**src/rtl/xcvr_pkg.sv**
```systemverilog
package xcvr_pkg;
    localparam int unsigned SECT_BITS = 8;
    localparam int unsigned SECTIONS  = 2;
    localparam int unsigned BUS_BITS  = SECT_BITS * SECTIONS;

    typedef struct packed {
        logic [SECT_BITS-1:0] store;
    } lane_state_t;
endpackage

```
**src/rtl/xcvr_lane.sv**
```systemverilog
module xcvr_lane #(
    parameter int unsigned WIDTH = 8
) (
    input  logic             clk,
    input  logic             rst_n,
    input  logic [WIDTH-1:0] din,
    input  logic             chip_en_n,
    input  logic             latch_en_n,
    input  logic             out_en_n,
    output logic [WIDTH-1:0] dout,
    output logic [WIDTH-1:0] drive_en,
    output logic             driving
);
    typedef struct packed {
        logic [WIDTH-1:0] store;
    } state_t;

    state_t st_d, st_q;
    logic   open_w;
    logic   drv_w;
    logic [WIDTH-1:0] view_w;

    always_comb begin
        st_d   = st_q;
        open_w = ~chip_en_n & ~latch_en_n;
        drv_w  = ~chip_en_n & ~out_en_n;
        if (open_w) begin
            st_d.store = din;
        end
        view_w = open_w ? din : st_q.store;
    end

    always_ff @(posedge clk) begin
        if (!rst_n) begin
            st_q <= '0;
        end else begin
            st_q <= st_d;
        end
    end

    assign dout     = drv_w ? view_w : '0;
    assign drive_en = {WIDTH{drv_w}};
    assign driving  = drv_w;
endmodule

```
**src/rtl/xcvr_section.sv**
```systemverilog
module xcvr_section #(
    parameter int unsigned WIDTH = 8
) (
    input  logic             clk,
    input  logic             rst_n,
    input  logic [WIDTH-1:0] a_in,
    output logic [WIDTH-1:0] a_out,
    output logic [WIDTH-1:0] a_oe,
    input  logic [WIDTH-1:0] b_in,
    output logic [WIDTH-1:0] b_out,
    output logic [WIDTH-1:0] b_oe,
    input  logic             ab_chip_en_n,
    input  logic             ab_latch_en_n,
    input  logic             ab_out_en_n,
    input  logic             ba_chip_en_n,
    input  logic             ba_latch_en_n,
    input  logic             ba_out_en_n,
    output logic             contention
);
    logic ab_drv, ba_drv;

    xcvr_lane #(.WIDTH(WIDTH)) u_ab (
        .clk        (clk),
        .rst_n      (rst_n),
        .din        (a_in),
        .chip_en_n  (ab_chip_en_n),
        .latch_en_n (ab_latch_en_n),
        .out_en_n   (ab_out_en_n),
        .dout       (b_out),
        .drive_en   (b_oe),
        .driving    (ab_drv)
    );

    xcvr_lane #(.WIDTH(WIDTH)) u_ba (
        .clk        (clk),
        .rst_n      (rst_n),
        .din        (b_in),
        .chip_en_n  (ba_chip_en_n),
        .latch_en_n (ba_latch_en_n),
        .out_en_n   (ba_out_en_n),
        .dout       (a_out),
        .drive_en   (a_oe),
        .driving    (ba_drv)
    );

    assign contention = ab_drv & ba_drv;
endmodule

```
**src/rtl/xcvr_latched.sv**
```systemverilog
module xcvr_latched
    import xcvr_pkg::*;
#(
    parameter int unsigned SW = SECT_BITS,
    parameter int unsigned NS = SECTIONS,
    localparam int unsigned W = SW * NS
) (
    input  logic          clk,
    input  logic          rst_n,
    input  logic [W-1:0]  a_in,
    output logic [W-1:0]  a_out,
    output logic [W-1:0]  a_oe,
    input  logic [W-1:0]  b_in,
    output logic [W-1:0]  b_out,
    output logic [W-1:0]  b_oe,
    input  logic [NS-1:0] ab_chip_en_n,
    input  logic [NS-1:0] ab_latch_en_n,
    input  logic [NS-1:0] ab_out_en_n,
    input  logic [NS-1:0] ba_chip_en_n,
    input  logic [NS-1:0] ba_latch_en_n,
    input  logic [NS-1:0] ba_out_en_n,
    output logic [NS-1:0] contention
);
    for (genvar k = 0; k < NS; k++) begin : g_sect
        xcvr_section #(.WIDTH(SW)) u_sect (
            .clk           (clk),
            .rst_n         (rst_n),
            .a_in          (a_in [k*SW +: SW]),
            .a_out         (a_out[k*SW +: SW]),
            .a_oe          (a_oe [k*SW +: SW]),
            .b_in          (b_in [k*SW +: SW]),
            .b_out         (b_out[k*SW +: SW]),
            .b_oe          (b_oe [k*SW +: SW]),
            .ab_chip_en_n  (ab_chip_en_n[k]),
            .ab_latch_en_n (ab_latch_en_n[k]),
            .ab_out_en_n   (ab_out_en_n[k]),
            .ba_chip_en_n  (ba_chip_en_n[k]),
            .ba_latch_en_n (ba_latch_en_n[k]),
            .ba_out_en_n   (ba_out_en_n[k]),
            .contention    (contention[k])
        );
    end
endmodule

```
**config.mk**
```make
export PLATFORM = sky130hd
export DESIGN_NAME = xcvr_latched
export DESIGN_NICKNAME = d
export VERILOG_FILES = /design/src/rtl/xcvr_pkg.sv /design/src/rtl/xcvr_lane.sv /design/src/rtl/xcvr_section.sv /design/src/rtl/xcvr_latched.sv
export SDC_FILE = /design/constraint.sdc
export NUM_CORES = 1
export LEC_CHECK = 0
export ABC_AREA = 1
export BUFFER_PORTS_ARGS = -buffer_cell sky130_fd_sc_hd__buf_2
export CAP_MARGIN = 0
export CORE_MARGIN = 2
export CORE_UTILIZATION = 40
export CTS_BUF_LIST = sky130_fd_sc_hd__clkbuf_8 sky130_fd_sc_hd__clkbuf_16
export CTS_CLUSTER_SIZE = 30
export DETAILED_ROUTE_END_ITERATION = 6
export PLACE_DENSITY = 0.74
export SETUP_SLACK_MARGIN = 0.5
export SYNTH_ARGS = -nofsm -noshare
export SYNTH_HDL_FRONTEND = slang
export SYNTH_SLANG_ARGS = --single-unit
```
**constraint.sdc**
```tcl
create_clock -name clk -period 1 [get_ports clk]
set_input_delay 0.05 -clock clk [delete_from_list [all_inputs] [get_ports clk]]
set_output_delay 0.05 -clock clk [all_outputs]
set_load 0.05 [all_outputs]
```
==> metrics.md, run 1 <==
| Metric | Value |
|---|---|
| Die width | roughly 74 um |
| Crit. endpoint post-GRT repair | b_out[15] |
| Synthesized flop and latch total | 32 |
| Status | aborted with a tool error |
| Clk sinks | 32 |
| Avg Synthesized Cell Area | between 6 and 7 sq um |
| Clock root cell | clkbuf_8 |
| # H-tree levels | 2 |
| Clock Path Buffers | 2 |
| Netlist cell types | 11 |
| Share of the synthesized area in the top cell type | 32.6% |
| Post-synth net total | between 300 and 400 |
| GRT Residual Overflow | 77 |
| TritonCTS buffer count | 5 |
| Post-synthesis sequential area ratio | ~33% |
| Core Rows | 25 |
| Mapped Cells | about 320 |
| I/O Pins | 112 |
| Largest net degree at the start of global routing | 33 |
| IO buf count | 111 |
| Ys Warns | 0 |
| Dominant cell type by area after synthesis | dfxtp_1 |
| RePlAce Congestion | 0.756 |
| Fail Step | global routing |
| Initial antenna violation count | 1 |
| Synth area leaders | dfxtp_1, inv_1, buf_4 |
| DP HPWL | roughly 3.3 mm |
| Initial core utilization | 41.6% |
| Gr usage total | 66.6% |
| Worst endpoint type | primary output |
| Syn Std Cell Area | 1960 sq um |
| Stop err | [ERROR GRT-0232] Routing congestion too high. Check the congestion heatmap in the GUI. |
| Die Y | 74.1 um |
per-stage QoR:
| step | TNS [ps] | area [sq um] | std cells | setup slack [ps] |
|---|---|---|---|---|
| after floorplan | 0 | 2330 | 316 | 56.7 |
| after global placement | -714 | 2610 | 457 | -33.3 |
| after CTS | -3610 | 3930 | 522 | -138 |
| after detailed placement | -1610 | 2610 | 457 | -66.9 |
cell usage after synthesis:
master and count:
buf_4 34, buf_6 8, clkbuf_1 3, dfxtp_1 32, inv_1 69, nand2_1 64
nor2_1 66, nor2_2 2, nor2_4 2, o21ai_0 32, or2_1 4
cells by family after synthesis:
family / after synthesis / synth area share, %
buffers and inverters: 114 / 31.3
and+or+nand+nor: 138 / 27.9
AOI/OAI and AO/OA: 32 / 8.15
DFF: 32 / 32.6
what timing repair did:
action | in CTS
pin swaps | 71
gates resized for setup | 226
hold buffers | 0
endpoints found under the hold margin | 0
gates cloned | 0
buffers inserted | 57
endpoints found under the setup margin | 98
metal layers:
metal  overflow  global-route usage, %
met3          0                   39.3
met2         54                   95.8
met1          0                   58.2
met5          0                      0
met4         23                   82.8
==> run 2, diff against run 1 <==
--- a/config.mk
+++ b/config.mk
@@ -9,12 +9,9 @@
 export BUFFER_PORTS_ARGS = -buffer_cell sky130_fd_sc_hd__buf_2
 export CAP_MARGIN = 0
 export CORE_MARGIN = 2
-export CORE_UTILIZATION = 40
-export CTS_BUF_LIST = sky130_fd_sc_hd__clkbuf_8 sky130_fd_sc_hd__clkbuf_16
-export CTS_CLUSTER_SIZE = 30
+export CORE_UTILIZATION = 25
 export DETAILED_ROUTE_END_ITERATION = 6
-export PLACE_DENSITY = 0.74
-export SETUP_SLACK_MARGIN = 0.5
+export PLACE_DENSITY_LB_ADDON = 0.15
 export SYNTH_ARGS = -nofsm -noshare
 export SYNTH_HDL_FRONTEND = slang
 export SYNTH_SLANG_ARGS = --single-unit
==> run 2 against run 1 <==
The flow now finishes, with violations (negative setup slack). Synthesized cell count is the same. Synthesized area is the same.
==> metrics.md, run 2 <==
| Metric | Value |
|---|---|
| I/O Pins | 112 (unchanged) |
| Worst path depth | 5 |
| Final #Nets | 483 |
| Ys Warns | 0 (unchanged) |
| # H-tree levels | 2 (unchanged) |
| Met3 Track Usage GR | approximately 2.8% |
| Layout Cells excl Fill | 539 |
| Core box area | 7690 sq um |
| Synth-to-Final Area Change | 67.9% |
| Synthesized flop and latch total | 32 (unchanged) |
| Syn Std Cell Area | 1960 sq um (unchanged) |
| Asr flop ratio synth | 0% (unchanged) |
| Worst setup EP type | output port |
| Worst path top cell family by delay | flip-flops |
| WP data required | 950 ps |
| Final worst-path cycle share | 110% |
| Critical-path top delay cell | dfxtp_2 |
| Slew headroom | 78.9% |
| Wire per inst | 9.09 um |
| Fin Setup TNS | -2550 ps |
| Initial drt markers | 30 |
| Pre-CTS setup slack | -57.7 ps (was -66.9 ps) |
| Synth cell count leaders | inv_1, nor2_1, nand2_1 (unchanged) |
| Critical Path AT | 1050 ps |
| Die width | 92.6 um (was 74.1 um) |
| Hold depth | 5 |
| Lkg Pwr | 1.70 nW |
| Setup Skew | 0 ps |
| Antenna fix cells | 0 |
| Die Y | 92.6 um (was 74.1 um) |
| Initial core utilization | 25.6% (was 41.6%) |
| Min Clock Period, post-route | 1100 ps |
| Critical Path Start Type | flip-flop |
| Clock root cell | clkbuf_8 (unchanged) |
| Setup CP Type | reg -> out |
| Post-synthesis sequential area ratio | 32.6% (unchanged) |
| Worst reg2reg startpoint | g_sect[0].u_sect.u_ab.st_q[6] |
| Number of max-cap violations | 0 |
| Max stage delay on crit path | approximately 320 ps |
| Worst Path Buf+Inv | 2 |
| RePlAce Congestion | 0.735 (was 0.756) |
| Clk sinks | 32 (unchanged) |
| DR pass1 iterations | 3 |
| Setup-failing EPs final | 33 |
| Cells after DPL | 508 (was 457) |
| Status | finished with violations (was aborted with a tool error) |
| Max Slew Vio Count | 0 |
| Largest net degree at the start of global routing | 33 |
| Worst vdd ir | 0.427 mV |
| Final WS setup | -99.5 ps |
| Failing checks | negative setup slack |
| Reg-to-reg slack, setup | -90 ps |
| Crit-path cells | inv_2 > o21ai_2 > nand2_1 > nor2_2 > buf_6 |
| PwrDens | 1210 nW/um^2 |
| Vias per cell | ~3.9 |
| Die ar. | roughly 8600 sq um |
| Antenna-violating nets left | 0 |
| Clock-pin slew on the worst setup and hold paths | 70 ps |
| Clk_lat worst skew | 270 ps |
| Grt met2 use | 20.0% |
| WL final | about 4.9 mm |
| Unrepaired setup endpoints after global routing | true |
| Top Registers | g_sect.u_sect.u_ab.st_q x16, g_sect.u_sect.u_ba.st_q x16 |
| Commonest non-fill, non-tap cells in the layout | nand2_1, inv_1, buf_4 |
| Vias in the first global route | 1916 |
| WHS Endpoint | g_sect[1].u_sect.u_ab.st_q[1] |
| Worst-Margin Slew | 316 ps |
| Synth area leaders | dfxtp_1, inv_1, buf_4 (unchanged) |
| Core Rows | 32 (was 25) |
| Gr usage total | 11.2% |
| CTS tree | yes |
| Netlist cell types | 11 (unchanged) |
| F_max | 910 MHz |
| Hold Startpoint | a_in[9] |
| Via count | 2088 |
| Avg Synthesized Cell Area | 6.22 sq um (unchanged) |
| IO buf count | 111 (unchanged) |
| Dominant cell type by area after synthesis | dfxtp_1 (unchanged) |
| Share of the synthesized area in the top cell type | 32.6% (unchanged) |
| Grt met1 use | 13.3% |
| Crit Path Max Fanout | 2 |
| Share of cells above drive strength 1 | a little under three fifths |
| Final hold viol count | 0 |
| GRT Residual Overflow | 0 |
| Main synth FF type | dfxtp_1 (unchanged) |
| DRC | 0 |
| Most frequent cell after synthesis | inv_1 (unchanged) |
| Initial antenna violation count | 0 |
| First-pass GRT wire length | approximately 8.0 mm |
| Clock Path Buffers | 2 (unchanged) |
| Post-synth net total | 362 (unchanged) |
| Worst hold path type | in -> reg |
| DP HPWL | 3.47 mm (was 3.30 mm) |
| Worst reg-to-reg path cell count | 8 |
| Mapped Cells | 316 (unchanged) |
| TritonCTS buffer count | 5 (unchanged) |
| Post-synth EDFFs | 0 (unchanged) |
| Worst R2R End | g_sect[0].u_sect.u_ab.st_q[6] |
| Most common cell after layout, fill and taps aside | nand2_1 |
| Busiest grt layer | met2 |
-- run 2: how the worst max path moves through the flow --
| stage | start | to | slack, ps |
|---|---|---|---|
| after CTS | g_sect[0].u_sect.u_ba.st_q[0] | a_out[0] | -120 |
| after global routing | g_sect[0].u_sect.u_ba.st_q[2] | a_out[2] | -190 |
| final | g_sect[1].u_sect.u_ba.st_q[6] | a_out[14] | -100 |
| after detailed placement | ba_chip_en_n[0] | a_out[7] | -60 |
| after global placement | ab_chip_en_n[1] | contention[1] | -60 |
| after floorplan | ab_chip_en_n[0] | b_out[0] | -30 |
-- run 2: per-stage QoR --
step	utilization (%)	total power, W	hold slack, ps	area [sq um]
floorplan	-	0.00235	221	2050
global placement	34.0	0.00262	382	2610
detailed placement	34.0	0.00262	390	2610
CTS	40.3	0.00392	95.4	3100
global route	42.9	0.00420	141	3300
finish	42.9	0.00399	102	3300
-- run 2: logic make-up after synthesis --
logic type             Yosys count  share of synthesized area [%]
AO/OA/AOI/OAI                   32                           8.15
flip-flops                      32                           32.6
AND/OR/NAND/NOR                138                           27.9
buffers and inverters          114                           31.3
-- run 2: final cells by class --
type                    count  area, sq um
inverters                  69          267
flip-flops and latches     32          653
fillers                   807         4390
multi-input cells         170          863
repair buffers            159         1290
clock buffers               7         96.3
well taps                 102          128
-- run 2: layer usage --
layer  up-vias  share of wire, %
li1       1117                 -
met1       902                45
met2        67                48
met3         2               6.5
met4         0              0.49
met5         -                 0
-- run 2: worst min-delay path: cells and delay by family --
kind                   cells  cell delay [ps]
and+or+nand+nor            3              190
buffers and inverters      2              100
-- run 2: repair_timing --
action	in CTS	in global routing
gates resized for setup	124	55
pin swaps	22	30
hold buffers	0	0
setup buffers	15	9
setup endpoints to repair	57	64
-- run 2: power breakdown --
part / switching, W / internal (W) / total (W)
combinational: 0.000920 / 0.000619 / 0.00154
clock: 0.000450 / 0.000613 / 0.00106
sequential: 0.0000232 / 0.00137 / 0.00139
total: 0.00139 / 0.00260 / 0.00399
Power figures use the tool's default switching activity.
==> run 3, diff against run 2 <==
--- a/config.mk
+++ b/config.mk
@@ -9,7 +9,7 @@
 export BUFFER_PORTS_ARGS = -buffer_cell sky130_fd_sc_hd__buf_2
 export CAP_MARGIN = 0
 export CORE_MARGIN = 2
-export CORE_UTILIZATION = 25
+export CORE_UTILIZATION = 44
 export DETAILED_ROUTE_END_ITERATION = 6
 export PLACE_DENSITY_LB_ADDON = 0.15
 export SYNTH_ARGS = -nofsm -noshare
==> run 3 against run 2 <==
The flow still finishes with violations (negative setup slack). Critical endpoint is now a_out[0]. Power fell by 2.7%. Setup slack got worse by 36 ps. Hold slack improved by 6.0 ps. Utilization rose by 29 points. Flip-flop and latch count did not move. Routed wire length rose by 0.45%. First-iteration DRC count rose by 120%. Combinational power fell by 3%. Clock-buffer cell count rose by 1. Highest routed layer unchanged. Sequential share of layout area rose by 1.2 points. Global-route usage rose by 8.4 points. Final area fell by 5.4%.
==> metrics.md, run 3 (synthesis gave the netlist of run 2 again) <==
| Metric | Value |
|---|---|
| Setup CP Type | reg -> out (unchanged) |
| Worst setup EP type | output port (unchanged) |
| Int Pwr | 0.00251 W (was 0.00260 W) |
| Unrepaired setup endpoints after global routing | true (unchanged) |
| RePlAce Congestion | 0.751 (was 0.735) |
| Layout Cells excl Fill | 495 (was 539) |
| Largest net degree at the start of global routing | 33 (unchanged) |
| Final hold slack | 107 ps (was 102 ps) |
| Storage cell area | 657 sq um (was 653 sq um) |
| Number of max-cap violations | 0 (unchanged) |
| Lkg Pwr | 1.70 nW (about the same) |
| # H-tree levels | 2 (unchanged) |
| Max stage delay on crit path | 310 ps (was 320 ps) |
| Slew headroom | 77.5% (was 78.9%) |
| IO buf count | 111 (unchanged) |
| CTS Hold Bufs | 0 (unchanged) |
| Core Rows | 24 (was 32) |
| Clk_lat worst skew | 270 ps (about the same) |
| Final WS setup | -136 ps (was -99.5 ps) |
| Multi-input gate area | 835 sq um (was 863 sq um) |
| Gr usage total | 19.6% (was 11.2%) |
| Start point of the critical path | g_sect[0].u_sect.u_ba.st_q[0] (was g_sect[1].u_sect.u_ba.st_q[6]) |
| Commonest non-fill, non-tap cells in the layout | buf_2, nand2_1, inv_1 (was nand2_1, inv_1, buf_4) |
| Status | finished with violations (unchanged) |
| Final worst-path cycle share | 114% (was 110%) |
| Finished Core Util | 72.2% (was 42.9%) |
| Clock root cell | clkbuf_8 (unchanged) |
| Sw frac | 35.5% (was 34.9%) |
| Die Y | 70.8 um (was 92.6 um) |
| Fin Setup TNS | -2880 ps (was -2550 ps) |
| CTS tree | yes (unchanged) |
| Final #Nets | 488 (was 483) |
| Top Registers | g_sect.u_sect.u_ab.st_q x16, g_sect.u_sect.u_ba.st_q x16 (unchanged) |
| Vias in the first global route | 1978 (was 1916) |
| Worst vdd ir | 0.841 mV (was 0.427 mV) |
| Clock-pin slew on the worst setup and hold paths | 60 ps (was 70 ps) |
| Synth-to-Final Area Change | 58.9% (was 67.9%) |
| Worst Path Buf+Inv | 2 (unchanged) |
| Worst reg2reg startpoint | g_sect[1].u_sect.u_ba.st_q[6] (was g_sect[0].u_sect.u_ab.st_q[6]) |
| Worst path depth | 5 (unchanged) |
| GRT Residual Overflow | 0 (unchanged) |
| Wire per inst | 9.94 um (was 9.09 um) |
| F_max | 880 MHz (was 910 MHz) |
| Combinational Power Share | 38.3% (was 38.6%) |
| Flop pwr share | 35.8% (was 34.8%) |
| Crit Path Max Fanout | 2 (unchanged) |
| WL final | 4.92 mm (was 4.90 mm) |
| Failing checks | negative setup slack (unchanged) |
| Vias per cell | 4.26 (was 3.87) |
| DP HPWL | 3.07 mm (was 3.47 mm) |
| Min Clock Period, post-route | 1140 ps (was 1100 ps) |
| Design area | 3120 sq um (was 3300 sq um) |
| Placed cell area | 2540 sq um (was 2610 sq um) |
| Clk sinks | 32 (unchanged) |
| Final-layout fill cell count | 359 (was 807) |
| Initial antenna violation count | 0 (unchanged) |
| Clock Path Buffers | 2 (unchanged) |
| Critical Path AT | 1090 ps (was 1050 ps) |
| PwrDens | 1240 nW/um^2 (was 1210 nW/um^2) |
| DR pass1 iterations | 6 (was 3) |
| Core box area | 4320 sq um (was 7690 sq um) |
| Cells after DPL | 459 (was 508) |
| Antenna fix cells | 0 (unchanged) |
| First-pass GRT wire length | 8.11 mm (was 7.97 mm) |
| Most common cell after layout, fill and taps aside | buf_2 (was nand2_1) |
| Crit-path cells | inv_1 > o21ai_1 > nand2_1 > nor2_4 > buf_8 (was inv_2 > o21ai_2 > nand2_1 > nor2_2 > buf_6) |
| Initial drt markers | 66 (was 30) |
| DRC | 0 (unchanged) |
| Hold depth | 5 (unchanged) |
| Worst reg-to-reg path cell count | 7 (was 8) |
| Worst-Margin Slew | 337 ps (was 316 ps) |
| Die width | 70.8 um (was 92.6 um) |
| Final hold viol count | 0 (unchanged) |
| Antenna-violating nets left | 0 (unchanged) |
| Critical-path top delay cell | dfxtp_1 (was dfxtp_2) |
| Via count | 2110 (was 2088) |
| Setup-failing EPs final | 34 (was 33) |
| TritonCTS buffer count | 5 (unchanged) |
| Die ar. | 5010 sq um (was 8580 sq um) |
| Clk network pwr share | 25.9% (was 26.6%) |
| Switching power | 0.00138 W (was 0.00139 W) |
| Worst path top cell family by delay | flip-flops (unchanged) |
| Setup Skew | 0 ps (unchanged) |
| Worst hold path type | in -> reg (unchanged) |
| Max Slew Vio Count | 0 (unchanged) |
| Share of cells above drive strength 1 | 53.7% (was 55.1%) |
| Hold Startpoint | b_in[13] (was a_in[9]) |
| Initial core utilization | 45.4% (was 25.6%) |
| I/O Pins | 112 (unchanged) |
| WP data required | 950 ps (about the same) |
| Critical Path Start Type | flip-flop (unchanged) |
## run 3: changes by cell type in the layout (fill, tap and decap cells not counted), sizes merged
cell | before | now
buf | 159 | 163
clkbuf | 7 | 9
clkinvlp | 2 | 0
inv | 67 | 69
## run 3: worst min-delay path, cell delays in order
cell and delay [ps]:
buf_2 80, inv_1 30, nand2_1 60, nand2_2 60, nor2_1 70
## run 3: repair_timing
| action | CTS | global route |
|---|---|---|
| cloned | 0 | 0 |
| endpoints found under the setup margin | 34 | 60 |
| pin swaps | 20 | 33 |
| gates resized for setup | 95 | 43 |
| buffers inserted | 15 | 13 |
## run 3: power groups by stage
stage / clock (W) / sequential (W) / combinational [W]
finish: 0.00100 / 0.00139 / 0.00149
global route: 0.00108 / 0.00140 / 0.00161
CTS: 0.00104 / 0.00138 / 0.00137
detailed placement: 0 / 0.00141 / 0.00119
global placement: 0 / 0.00141 / 0.00118
floorplan: 0 / 0.00140 / 0.000946
## run 3: routing by layer
metal | track usage, % | wire length (um) | vias up
li1 | - | - | 1124
met1 | 22.9 | 2050 | 915
met2 | 34.1 | 2500 | 60
met3 | 4.70 | 270 | 11
met4 | 8.39 | 106 | 0
met5 | 0 | 0 | -
## run 3: per-stage QoR
stage	power [W]	setup WS, ps
final	0.00388	-136
after global routing	0.00408	-209
after CTS	0.00380	-123
after detailed placement	0.00260	-44.7
after global placement	0.00259	-47.1
after floorplan	0.00235	-26.4
## run 3: path summary, 6_finish.rpt
path / to / slack, ps
hold reg to reg: g_sect[1].u_sect.u_ba.st_q[5] / 540
setup reg to reg: g_sect[1].u_sect.u_ba.st_q[6] / -10
setup / recovery: a_out[0] / -140
hold / removal: g_sect[1].u_sect.u_ba.st_q[5] / 110
## run 3: cell type report
| cell class | instances | share of cell area [%] |
|---|---|---|
| clock buffer | 8 | 2.89 |
| inverter | 69 | 8.30 |
| timing repair buffer | 164 | 38.9 |
| sequential | 32 | 21.1 |
| multi-input combinational | 170 | 26.7 |
| tap | 52 | 2.09 |
==> run 4, diff against run 3 <==
--- a/config.mk
+++ b/config.mk
@@ -8,8 +8,10 @@
 export ABC_AREA = 1
 export BUFFER_PORTS_ARGS = -buffer_cell sky130_fd_sc_hd__buf_2
 export CAP_MARGIN = 0
+export CELL_PAD_IN_SITES_DETAIL_PLACEMENT = 1
+export CELL_PAD_IN_SITES_GLOBAL_PLACEMENT = 2
 export CORE_MARGIN = 2
-export CORE_UTILIZATION = 44
+export CORE_UTILIZATION = 21
 export DETAILED_ROUTE_END_ITERATION = 6
 export PLACE_DENSITY_LB_ADDON = 0.15
 export SYNTH_ARGS = -nofsm -noshare
==> run 4 against run 3 <==
The flow still finishes with violations (negative setup slack). Combinational power up 13%. Clock power decreased by 11%. Power up 2.3%. Hold slack got worse by 0.66 ps. Die area is 100% higher. Cell count is 14% higher. First-iteration DRC count is 74% lower. Non-clock buffer count rose by 13. Critical path type unchanged.
==> metrics.md, run 4 (synthesis gave the netlist of run 2 again) <==
| Metric | Value |
|---|---|
| Status | finished with violations (unchanged) |
| Failing checks | negative setup slack (unchanged) |
| Initial antenna violation count | 0 (unchanged) |
| I/O Pins | 112 (unchanged) |
| Clock Path Buffers | 2 (unchanged) |
| Wire per inst | 10.4 um (was 9.94 um) |
| WL final | 5.89 mm (was 4.92 mm) |
| Die ar. | 10100 sq um (was 5010 sq um) |
| Worst Path Buf+Inv | 2 (unchanged) |
| Worst setup EP type | output port (unchanged) |
| Most common cell after layout, fill and taps aside | buf_4 (was buf_2) |
| PwrDens | 1140 nW/um^2 (was 1240 nW/um^2) |
| RePlAce Congestion | 0.690 (was 0.751) |
| Worst-Margin Slew | 355 ps (was 337 ps) |
| Clock root cell | clkbuf_8 (unchanged) |
| Total power | 0.00397 W (was 0.00388 W) |
| DRC | 0 (unchanged) |
| Vias in the first global route | 2171 (was 1978) |
| Initial drt markers | 17 (was 66) |
| Clock-pin slew on the worst setup and hold paths | 70 ps (was 60 ps) |
| Unrepaired setup endpoints after global routing | true (unchanged) |
| TritonCTS buffer count | 5 (unchanged) |
| Final WS setup | -121 ps (was -136 ps) |
| Worst hold path type | in -> reg (unchanged) |
| Clk network pwr share | 22.5% (was 25.9%) |
| Worst vdd ir | 0.351 mV (was 0.841 mV) |
| Core Rows | 35 (was 24) |
| DR pass1 iterations | 4 (was 6) |
| Final hold slack | 107 ps (about the same) |
| Int Pwr | 0.00253 W (was 0.00251 W) |
| Setup Skew | 0 ps (unchanged) |
| Clk sinks | 32 (unchanged) |
| IO buf count | 111 (unchanged) |
| F_max | 892 MHz (was 880 MHz) |
| Share of cells above drive strength 1 | 63.4% (was 53.7%) |
| Lkg Pwr | 1.78 nW (was 1.70 nW) |
| Top Registers | g_sect.u_sect.u_ab.st_q x16, g_sect.u_sect.u_ba.st_q x16 (unchanged) |
| Final worst-path cycle share | 112% (was 114%) |
| # H-tree levels | 2 (unchanged) |
| WP data required | 950 ps (about the same) |
| Max stage delay on crit path | 310 ps (about the same) |
| GRT Residual Overflow | 0 (unchanged) |
| Max Slew Vio Count | 0 (unchanged) |
| Combinational Power Share | 42.3% (was 38.3%) |
| Critical Path Start Type | flip-flop (unchanged) |
| Sw frac | 36.2% (was 35.5%) |
| Commonest non-fill, non-tap cells in the layout | buf_4, nand2_1, inv_1 (was buf_2, nand2_1, inv_1) |
| Gr usage total | 11.6% (was 19.6%) |
| Antenna fix cells | 0 (unchanged) |
| Largest net degree at the start of global routing | 33 (unchanged) |
| Setup-failing EPs final | 34 (unchanged) |
| First-pass GRT wire length | 9.50 mm (was 8.11 mm) |
| Switching power | 0.00144 W (was 0.00138 W) |
| Synth-to-Final Area Change | 77.8% (was 58.9%) |
| Die width | 101 um (was 70.8 um) |
| Crit-path cells | inv_1 > o21ai_1 > nand2_1 > nor2_2 > buf_6 (was inv_1 > o21ai_1 > nand2_1 > nor2_4 > buf_8) |
| Vias per cell | 3.93 (was 4.26) |
| Die Y | 101 um (was 70.8 um) |
| Worst path top cell family by delay | flip-flops (unchanged) |
| Fin Setup TNS | -2900 ps (was -2880 ps) |
| Min Clock Period, post-route | 1120 ps (was 1140 ps) |
| Critical Path AT | 1070 ps (was 1090 ps) |
| Number of max-cap violations | 0 (unchanged) |
| Antenna-violating nets left | 0 (unchanged) |
| Clk_lat worst skew | 270 ps (about the same) |
| DP HPWL | 4.21 mm (was 3.07 mm) |
| Setup CP Type | reg -> out (unchanged) |
| Final hold viol count | 0 (unchanged) |
| Final #Nets | 501 (was 488) |
| Final-layout fill cell count | 1170 (was 359) |
| Slew headroom | 76.3% (was 77.5%) |
| Core box area | 9150 sq um (was 4320 sq um) |
| Initial core utilization | 21.5% (was 45.4%) |
| Flop pwr share | 35.2% (was 35.8%) |
| Critical-path top delay cell | dfxtp_1 (unchanged) |
| Crit Path Max Fanout | 2 (unchanged) |
| CTS tree | yes (unchanged) |
| Via count | 2214 (was 2110) |
[run 4: cell count changes in the layout (fill, tap and decap cells not counted), moves of 8 or more]
| cell | previous run | this run |
|---|---|---|
| o21ai_1 | 28 | 14 |
| inv_1 | 61 | 52 |
| buf_2 | 74 | 46 |
| buf_4 | 53 | 84 |
| o21ai_2 | 3 | 12 |
| dfxtp_2 | 13 | 21 |
| dfxtp_1 | 19 | 11 |
[run 4: layer usage]
metal,up-vias,track usage (%),routed length [um]
li1,1151,-,-
met1,997,14.4,2570
met4,0,3.79,71
met3,8,2.91,319
met5,-,0,0
met2,58,19.5,2930
[run 4: layout make-up]
cell class,count,area [sq um],area share [%]
sequential,32,667,19.1
multi-input combinational,170,911,26.1
clock buffer,5,68.8,1.97
tap,111,139,3.98
inverter,69,267,7.63
timing repair buffer,177,1440,41.3
[run 4: timing repair]
| action | 4_1_cts | 5_1_grt |
|---|---|---|
| setup endpoints to repair | 50 | 67 |
| hold buffers | 0 | 0 |
| pin swaps | 24 | 39 |
| gates resized for setup | 114 | 110 |
| setup buffers | 21 | 8 |
| cloned | 0 | 1 |
[run 4: metrics by stage]
step	setup WS, ps	cell area [sq um]	instances	util, %
floorplan	-26.4	2050	316	-
global placement	-77.3	2720	531	29.7
detailed placement	-102	2720	531	29.7
CTS	-139	3210	557	35.1
global route	-222	3490	564	38.2
finish	-121	3490	564	38.2
[run 4: power groups by stage]
| stage | logic [W] | clock network (W) | registers (W) |
|---|---|---|---|
| 3_3_place_gp | 0.00129 | 0 | 0.00141 |
| 4_1_cts | 0.00155 | 0.000950 | 0.00138 |
| 6_report | 0.00168 | 0.000893 | 0.00140 |
| 3_5_place_dp | 0.00131 | 0 | 0.00141 |
| 2_1_floorplan | 0.000946 | 0 | 0.00140 |
| 5_1_grt | 0.00182 | 0.00100 | 0.00141 |
[run 4: path summary, 6_finish.rpt]
check                                 from                       endpoint  slack, ps  depth (start not counted)
max          g_sect[0].u_sect.u_ba.st_q[5]                       a_out[5]       -120                          5
min                               b_in[14]  g_sect[1].u_sect.u_ba.st_q[6]        110                          5
max reg2reg  g_sect[1].u_sect.u_ba.st_q[3]  g_sect[1].u_sect.u_ba.st_q[3]        -10                          7
min reg2reg  g_sect[1].u_sect.u_ba.st_q[6]  g_sect[1].u_sect.u_ba.st_q[6]        540                          4
[run 4: worst register-to-register path: cells and delay by family, from the launching register on]
| family | cells | cell delay (ps) |
|---|---|---|
| AO/OA/AOI/OAI | 1 | 60 |
| buffers and inverters | 4 | 410 |
| flip-flops | 1 | 310 |
| AND/OR/NAND/NOR | 2 | 170 |
